## config.mk

```make
export PLATFORM = sky130hd
export DESIGN_NAME = iq_wakeup_core
export DESIGN_NICKNAME = d
export VERILOG_FILES = /design/src/rtl/iqw_pkg.sv /design/src/rtl/iqw_scoreboard.sv /design/src/rtl/iqw_entry.sv /design/src/rtl/iqw_alloc.sv /design/src/rtl/iq_wakeup_core.sv
export SDC_FILE = /design/constraint.sdc
export NUM_CORES = 1
export LEC_CHECK = 0
export BUFFER_PORTS_ARGS = -buffer_cell sky130_fd_sc_hd__buf_2
export CORE_MARGIN = 4
export CORE_UTILIZATION = 65
export CTS_CLUSTER_SIZE = 25
export DETAILED_ROUTE_END_ITERATION = 8
export GPL_TIMING_DRIVEN = 0
export PLACE_DENSITY_LB_ADDON = 0.08
export SYNTH_ARGS = -nofsm -noshare
export SYNTH_HDL_FRONTEND = slang
export SYNTH_HIERARCHICAL = 1
export SYNTH_SLANG_ARGS = --single-unit
```

## constraint.sdc

```tcl
create_clock -name clk -period 13.95 [get_ports clk]
set_input_delay 2.0925 -clock clk [delete_from_list [all_inputs] [get_ports clk]]
set_output_delay 2.0925 -clock clk [all_outputs]
set_load 0.02 [all_outputs]
```

## src/rtl/iqw_pkg.sv

```systemverilog
package iqw_pkg;
  // sources carried by each queue slot
  localparam int NSRC = 2;

  // a source operand needs tracking only when present and renamed normally
  function automatic logic op_tracked(input logic en, input logic fix);
    return en & ~fix;
  endfunction
endpackage

```

## src/rtl/iqw_scoreboard.sv

```systemverilog
module iqw_scoreboard
  import iqw_pkg::*;
#(
  parameter int NUM_PREG = 32,
  localparam int TAG_W = $clog2(NUM_PREG)
) (
  input  logic                       clk,
  input  logic                       rst_n,
  input  logic                       set_en,
  input  logic [TAG_W-1:0]           set_tag,
  input  logic                       clr_en,
  input  logic [TAG_W-1:0]           clr_tag,
  input  logic [NSRC-1:0][TAG_W-1:0] look_tag,
  output logic [NSRC-1:0]            look_rdy
);
  logic [NUM_PREG-1:0] sb_q;

  // one ready bit per physical register; a new producer beats a completion
  for (genvar r = 0; r < NUM_PREG; r++) begin : g_reg
    always_ff @(posedge clk) begin
      if (!rst_n)
        sb_q[r] <= 1'b1;
      else if (clr_en && clr_tag == TAG_W'(r))
        sb_q[r] <= 1'b0;
      else if (set_en && set_tag == TAG_W'(r))
        sb_q[r] <= 1'b1;
    end
  end

  // lookup with same-cycle completion forwarding
  for (genvar s = 0; s < NSRC; s++) begin : g_look
    assign look_rdy[s] = sb_q[look_tag[s]] | (set_en && look_tag[s] == set_tag);
  end
endmodule

```

## src/rtl/iqw_entry.sv

```systemverilog
module iqw_entry
  import iqw_pkg::*;
#(
  parameter int TAG_W = 5
) (
  input  logic                       clk,
  input  logic                       rst_n,
  input  logic                       alloc,
  input  logic [NSRC-1:0][TAG_W-1:0] new_tag,
  input  logic [NSRC-1:0]            new_rdy,
  input  logic                       wake_en,
  input  logic [TAG_W-1:0]           wake_tag,
  input  logic                       kill,
  output logic                       valid,
  output logic                       ready,
  output logic [NSRC-1:0]            pend,
  output logic [NSRC-1:0]            woke,
  output logic [NSRC-1:0][TAG_W-1:0] tag
);
  logic                       val_q;
  logic [NSRC-1:0]            rdy_q;
  logic [NSRC-1:0][TAG_W-1:0] tag_q;

  for (genvar s = 0; s < NSRC; s++) begin : g_src
    assign pend[s] = val_q & ~rdy_q[s];
    assign woke[s] = pend[s] & wake_en & (tag_q[s] == wake_tag);
  end

  always_ff @(posedge clk) begin
    if (!rst_n) begin
      val_q <= 1'b0;
      rdy_q <= '0;
      tag_q <= '0;
    end else if (alloc) begin
      val_q <= 1'b1;
      rdy_q <= new_rdy;
      tag_q <= new_tag;
    end else begin
      if (kill)
        val_q <= 1'b0;
      rdy_q <= rdy_q | woke;
    end
  end

  assign valid = val_q;
  assign ready = val_q & (&rdy_q);
  assign tag   = tag_q;
endmodule

```

## src/rtl/iqw_alloc.sv

```systemverilog
module iqw_alloc #(
  parameter int NUM_ENT = 8,
  localparam int ENT_W = $clog2(NUM_ENT)
) (
  input  logic [NUM_ENT-1:0] free_vec,
  output logic               any_free,
  output logic [ENT_W-1:0]   idx
);
  // lowest-index free slot wins
  always_comb begin
    any_free = 1'b0;
    idx      = '0;
    for (int i = NUM_ENT - 1; i >= 0; i--) begin
      if (free_vec[i]) begin
        any_free = 1'b1;
        idx      = ENT_W'(i);
      end
    end
  end
endmodule

```

## src/rtl/iq_wakeup_core.sv

```systemverilog
module iq_wakeup_core
  import iqw_pkg::*;
#(
  parameter int NUM_ENT  = 8,
  parameter int NUM_PREG = 32,
  localparam int TAG_W = $clog2(NUM_PREG),
  localparam int ENT_W = $clog2(NUM_ENT),
  localparam int CNT_W = $clog2(NSRC * NUM_ENT + 1)
) (
  input  logic               clk,
  input  logic               rst_n,
  input  logic               disp_valid,
  output logic               disp_ready,
  output logic [ENT_W-1:0]   disp_slot,
  input  logic               disp_s0_en,
  input  logic [TAG_W-1:0]   disp_s0_tag,
  input  logic               disp_s0_fix,
  input  logic               disp_s1_en,
  input  logic [TAG_W-1:0]   disp_s1_tag,
  input  logic               disp_s1_fix,
  input  logic               disp_d_en,
  input  logic [TAG_W-1:0]   disp_d_tag,
  input  logic               disp_d_fix,
  input  logic               wb_valid,
  input  logic [TAG_W-1:0]   wb_tag,
  input  logic               wb_fix,
  output logic [CNT_W-1:0]   wake_cnt,
  output logic [NUM_ENT-1:0] rdy_vec,
  input  logic [NUM_ENT-1:0] iss_grant,
  input  logic [NUM_ENT-1:0] sq_mask,
  output logic               chain_err
);
  logic wb_act, disp_fire, dst_track;
  logic [NSRC-1:0][TAG_W-1:0] new_tag;
  logic [NSRC-1:0]            new_en, new_fix, look_rdy, new_rdy;
  logic [NUM_ENT-1:0]         ent_val;
  logic [NUM_ENT-1:0][NSRC-1:0] ent_pend, ent_woke;
  logic [NUM_ENT-1:0][NSRC-1:0][TAG_W-1:0] ent_tag;
  logic conflict, err_q;

  assign wb_act    = op_tracked(wb_valid, wb_fix);
  assign disp_fire = disp_valid & disp_ready;
  assign dst_track = disp_fire & op_tracked(disp_d_en, disp_d_fix);

  assign new_tag = {disp_s1_tag, disp_s0_tag};
  assign new_en  = {disp_s1_en, disp_s0_en};
  assign new_fix = {disp_s1_fix, disp_s0_fix};

  iqw_scoreboard #(.NUM_PREG(NUM_PREG)) u_sb (
    .clk      (clk),
    .rst_n    (rst_n),
    .set_en   (wb_act),
    .set_tag  (wb_tag),
    .clr_en   (dst_track),
    .clr_tag  (disp_d_tag),
    .look_tag (new_tag),
    .look_rdy (look_rdy)
  );

  // a source is born ready unless it is tracked and its producer is pending
  for (genvar s = 0; s < NSRC; s++) begin : g_newsrc
    assign new_rdy[s] = ~op_tracked(new_en[s], new_fix[s]) | look_rdy[s];
  end

  iqw_alloc #(.NUM_ENT(NUM_ENT)) u_alloc (
    .free_vec (~ent_val),
    .any_free (disp_ready),
    .idx      (disp_slot)
  );

  for (genvar e = 0; e < NUM_ENT; e++) begin : g_ent
    iqw_entry #(.TAG_W(TAG_W)) u_ent (
      .clk      (clk),
      .rst_n    (rst_n),
      .alloc    (disp_fire && disp_slot == ENT_W'(e)),
      .new_tag  (new_tag),
      .new_rdy  (new_rdy),
      .wake_en  (wb_act),
      .wake_tag (wb_tag),
      .kill     (iss_grant[e] | sq_mask[e]),
      .valid    (ent_val[e]),
      .ready    (rdy_vec[e]),
      .pend     (ent_pend[e]),
      .woke     (ent_woke[e]),
      .tag      (ent_tag[e])
    );
  end

  // dependents woken, and waiters left on a register given a new producer
  always_comb begin
    wake_cnt = '0;
    conflict = 1'b0;
    for (int e = 0; e < NUM_ENT; e++) begin
      for (int s = 0; s < NSRC; s++) begin
        wake_cnt = wake_cnt + CNT_W'(ent_woke[e][s]);
        if (ent_pend[e][s] && !ent_woke[e][s] && ent_tag[e][s] == disp_d_tag)
          conflict = 1'b1;
      end
    end
  end

  always_ff @(posedge clk) begin
    if (!rst_n)
      err_q <= 1'b0;
    else if (dst_track && conflict)
      err_q <= 1'b1;
  end

  assign chain_err = err_q;
endmodule

```

==> results.py <==
metrics = {
    "worst_setup_path": {
        "cp.required_ns": 11.86,
        "crit_fanout": 14,
        "reg2reg_slack_ns": 11.19,
        "worstPathCellList": "buf_2 -> nor2b_2 -> buf_8 -> and2_1 -> nand4_1 -> nor3_1 -> fa_1 -> inv_1 -> fa_1 -> fa_1 -> fa_1 -> inv_1 -> ha_1 -> inv_1 -> fa_1 -> xnor2_1 -> buf_2",
        "crit_type": "input pin to output port",
        "worstSetupStartpointType": "input pin",
        "slowest_stage": "nor3_1",
        "crit_top_cell": "fa_1",
        "max_stage_delay_ns": 0.61,
        "critPathArrivalTime_ns": 6.89,
        "end_kind": "output port",
    },
    "logic_synthesis": {
        "ys_seq_elements": 137,
        "synth_edf_count": 0,
        "netlist_area_um2": 9420,
        "ys_seq_area_share_pct": 29.1,
        "syn_nets": 1073,
        "yosysWarnings": 6,
        "synth.distinct_cells": 53,
        "syn_area_per_cell_um2": 9.32,
        "synthCells": 1011,
        "synth_ff_type": "dfxtp_1",
        "async_flop_share_pct": 0,
    },
    "finish": {
        "final_common_cell": "dfxtp_1",
        "layout_common_cells": "dfxtp_1, nor2b_1, xnor2_1, mux2i_1, xor2_1",
        "final_nets": 1157,
        "syn_to_final_growth_pct": 12.4,
        "diodes": 0,
        "drive_gt1_share_pct": 16.2,
        "postLayoutCoreUtil_pct": 75.4,
    },
    "die": {
        "die_height_um": 128,
        "fp.dieW_um": 128,
        "ios": 65,
        "rows": 43,
        "start_util_pct": 67.1,
        "die-area_um2": 16500,
        "core-area_um2": 14000,
    },
    "clock_tree": {
        "cts_sinks": 137,
        "clk_latency_ns": 0.43,
        "postCtsSetupRepairBufs": 0,
        "ctsHoldBuffers": 0,
        "clock_path_buffers": 2,
        "cts_root_buf": "clkbuf_16",
        "cts-buffers-inserted": 17,
        "cts_tree": "yes",
        "clk_pin_slew_ns": 0.06,
        "htree_num_levels": 4,
        "cts_resized": 0,
    },
    "detailed_routing": {
        "vias_per_cell": 6.12,
        "drt-initial-drc-count": 779,
        "drc": 0,
        "dr.pass1.iters": 5,
        "ant_nets": 0,
        "wl_per_cell_um": 20.9,
        "totalWireLength_mm": 26.9,
        "via_count": 7885,
    },
    "global_routing": {
        "grt_pass1_wl_mm": 41.4,
        "gr-total-overflow": 0,
        "grt_max_degree": 48,
        "antenna_found_initial": 0,
        "first_global_vias": 7516,
        "grtUsageTotal_pct": 33.0,
    },
    "status": {
        "outcome": "complete, no violations",
    },
    "placed_design": {
        "hpwl_mm": 18.0,
        "portBuffers": 64,
        "place.gp.congestion": 0.907,
    },
    "flow_run": {
        "maxCapViolations": 0,
    },
    "timing": {
        "rsz0062_at_grt": "false",
        "tns_ns": 0,
        "fin_crit_sh_pct": 64.4,
        "slew_violations": 0,
        "setup_viol": 0,
        "slew_headroom_pct": 33.8,
        "hold_viol": 0,
        "tightest_slew_ns": 0.993,
        "min_period_ns": 8.98,
        "fin_worst_skew_ns": 0.00850,
        "max_freq_mhz": 111,
    },
    "min_path": {
        "hp-class": "register to register",
    },
    "pwr": {
        "p_leak_nw": 3.70,
        "peakVddDrop_v": 0.0000950,
        "power.density_nw_per_um2": 93.4,
    },
}
-- power breakdown --
part	internal (mW)	switching, mW	leakage [nW]	total [mW]
clock	0.282	0.182	0.282	0.463
sequential	0.396	0.00540	1.11	0.401
combinational	0.0496	0.0749	2.31	0.125
-- metrics by stage --
| stage | power, mW | hold slack (ns) | std cells | worst slack (ns) | area, um^2 |
|---|---|---|---|---|---|
| 2_1_floorplan | 0.486 | 0.471 | 1011 | 5.76 | 9420 |
| 3_3_place_gp | 0.528 | 0.439 | 1255 | 4.22 | 9970 |
| 3_5_place_dp | 0.531 | 0.448 | 1256 | 5.10 | 9980 |
| 4_1_cts | 0.990 | 0.456 | 1288 | 5.04 | 10600 |
| 5_1_grt | 1.02 | 0.492 | 1288 | 4.80 | 10600 |
| 6_report | 0.989 | 0.450 | 1288 | 4.97 | 10600 |
-- routing by layer --
| metal | part of all wire, % | global-route usage (%) | vias to the layer above |
|---|---|---|---|
| met3 | 9.5 | 7.26 | 65 |
| met1 | 42 | 44.7 | 3770 |
| met2 | 45 | 51.5 | 370 |
| met5 | 0 | 0 | - |
| li1 | - | - | 3680 |
| met4 | 3.2 | 13.5 | 0 |
-- kinds of logic (layout without fill, tap and decap cells) --
group | Yosys count | in the layout | synth area share (%)
AO/OA/AOI/OAI | 127 | 127 | 8.51
adder cells (fa/ha/maj) | 15 | 15 | 2.79
flip-flops | 137 | 137 | 29.1
AND/OR/NAND/NOR | 371 | 371 | 23.3
XOR/XNOR | 172 | 172 | 16.0
multiplexers | 100 | 100 | 13.3
buffers and inverters | 89 | 186 | 6.97
-- registers in the layout, summed over array words and instances, names as in the netlist --
register,cells
g_ent.u_ent/rdy_q,16
g_ent.u_ent/tag,80
chain_err,1
u_sb/sb_q,32
g_ent.u_ent/valid,8
-- critical path, delay by kind of cell --
kind	cells	cell delay [ns]
adders and majority gates	6	2.51
buffers and inverters	6	0.78
and+or+nand+nor	4	1.27
xor gates and xnor gates	1	0.23
-- synth_stat cells (14+ instances only) --
cell	instances	share of area [%]
clkbuf_1	18	0.72
buf_6	20	2.4
o21ai_0	26	1.4
nand4_1	46	3.1
nor4_1	20	1.3
nor2b_1	105	7.0
xnor2_1	100	9.3
a21oi_1	42	2.2
mux2i_1	82	8.7
nand2b_1	15	1.0
nor2_1	60	2.4
o21ai_1	24	1.3
mux4_1	14	3.9
nand2_1	30	1.2
dfxtp_1	137	29
xor2_1	72	6.7
inv_1	28	1.1
-- layout make-up --
| type | instances | area [um^2] |
|---|---|---|
| Buffer | 53 | 512 |
| Clock buffer | 18 | 429 |
| Clock inverter | 14 | 174 |
| Fill cell | 1005 | 3460 |
| Inverter | 36 | 145 |
| Multi-Input combinational cell | 785 | 6020 |
| Sequential cell | 137 | 2740 |
| Tap cell | 180 | 225 |
| Timing Repair Buffer | 65 | 335 |
-- worst paths after layout --
kind,depth (start not counted),endpoint,from
max,17,wake_cnt[2],wb_fix
min,2,chain_err,chain_err
max reg2reg,9,g_ent[1].u_ent/rdy_q[0],g_ent[2].u_ent/valid
min reg2reg,2,chain_err,chain_err
(Power assumes the default switching activity.)
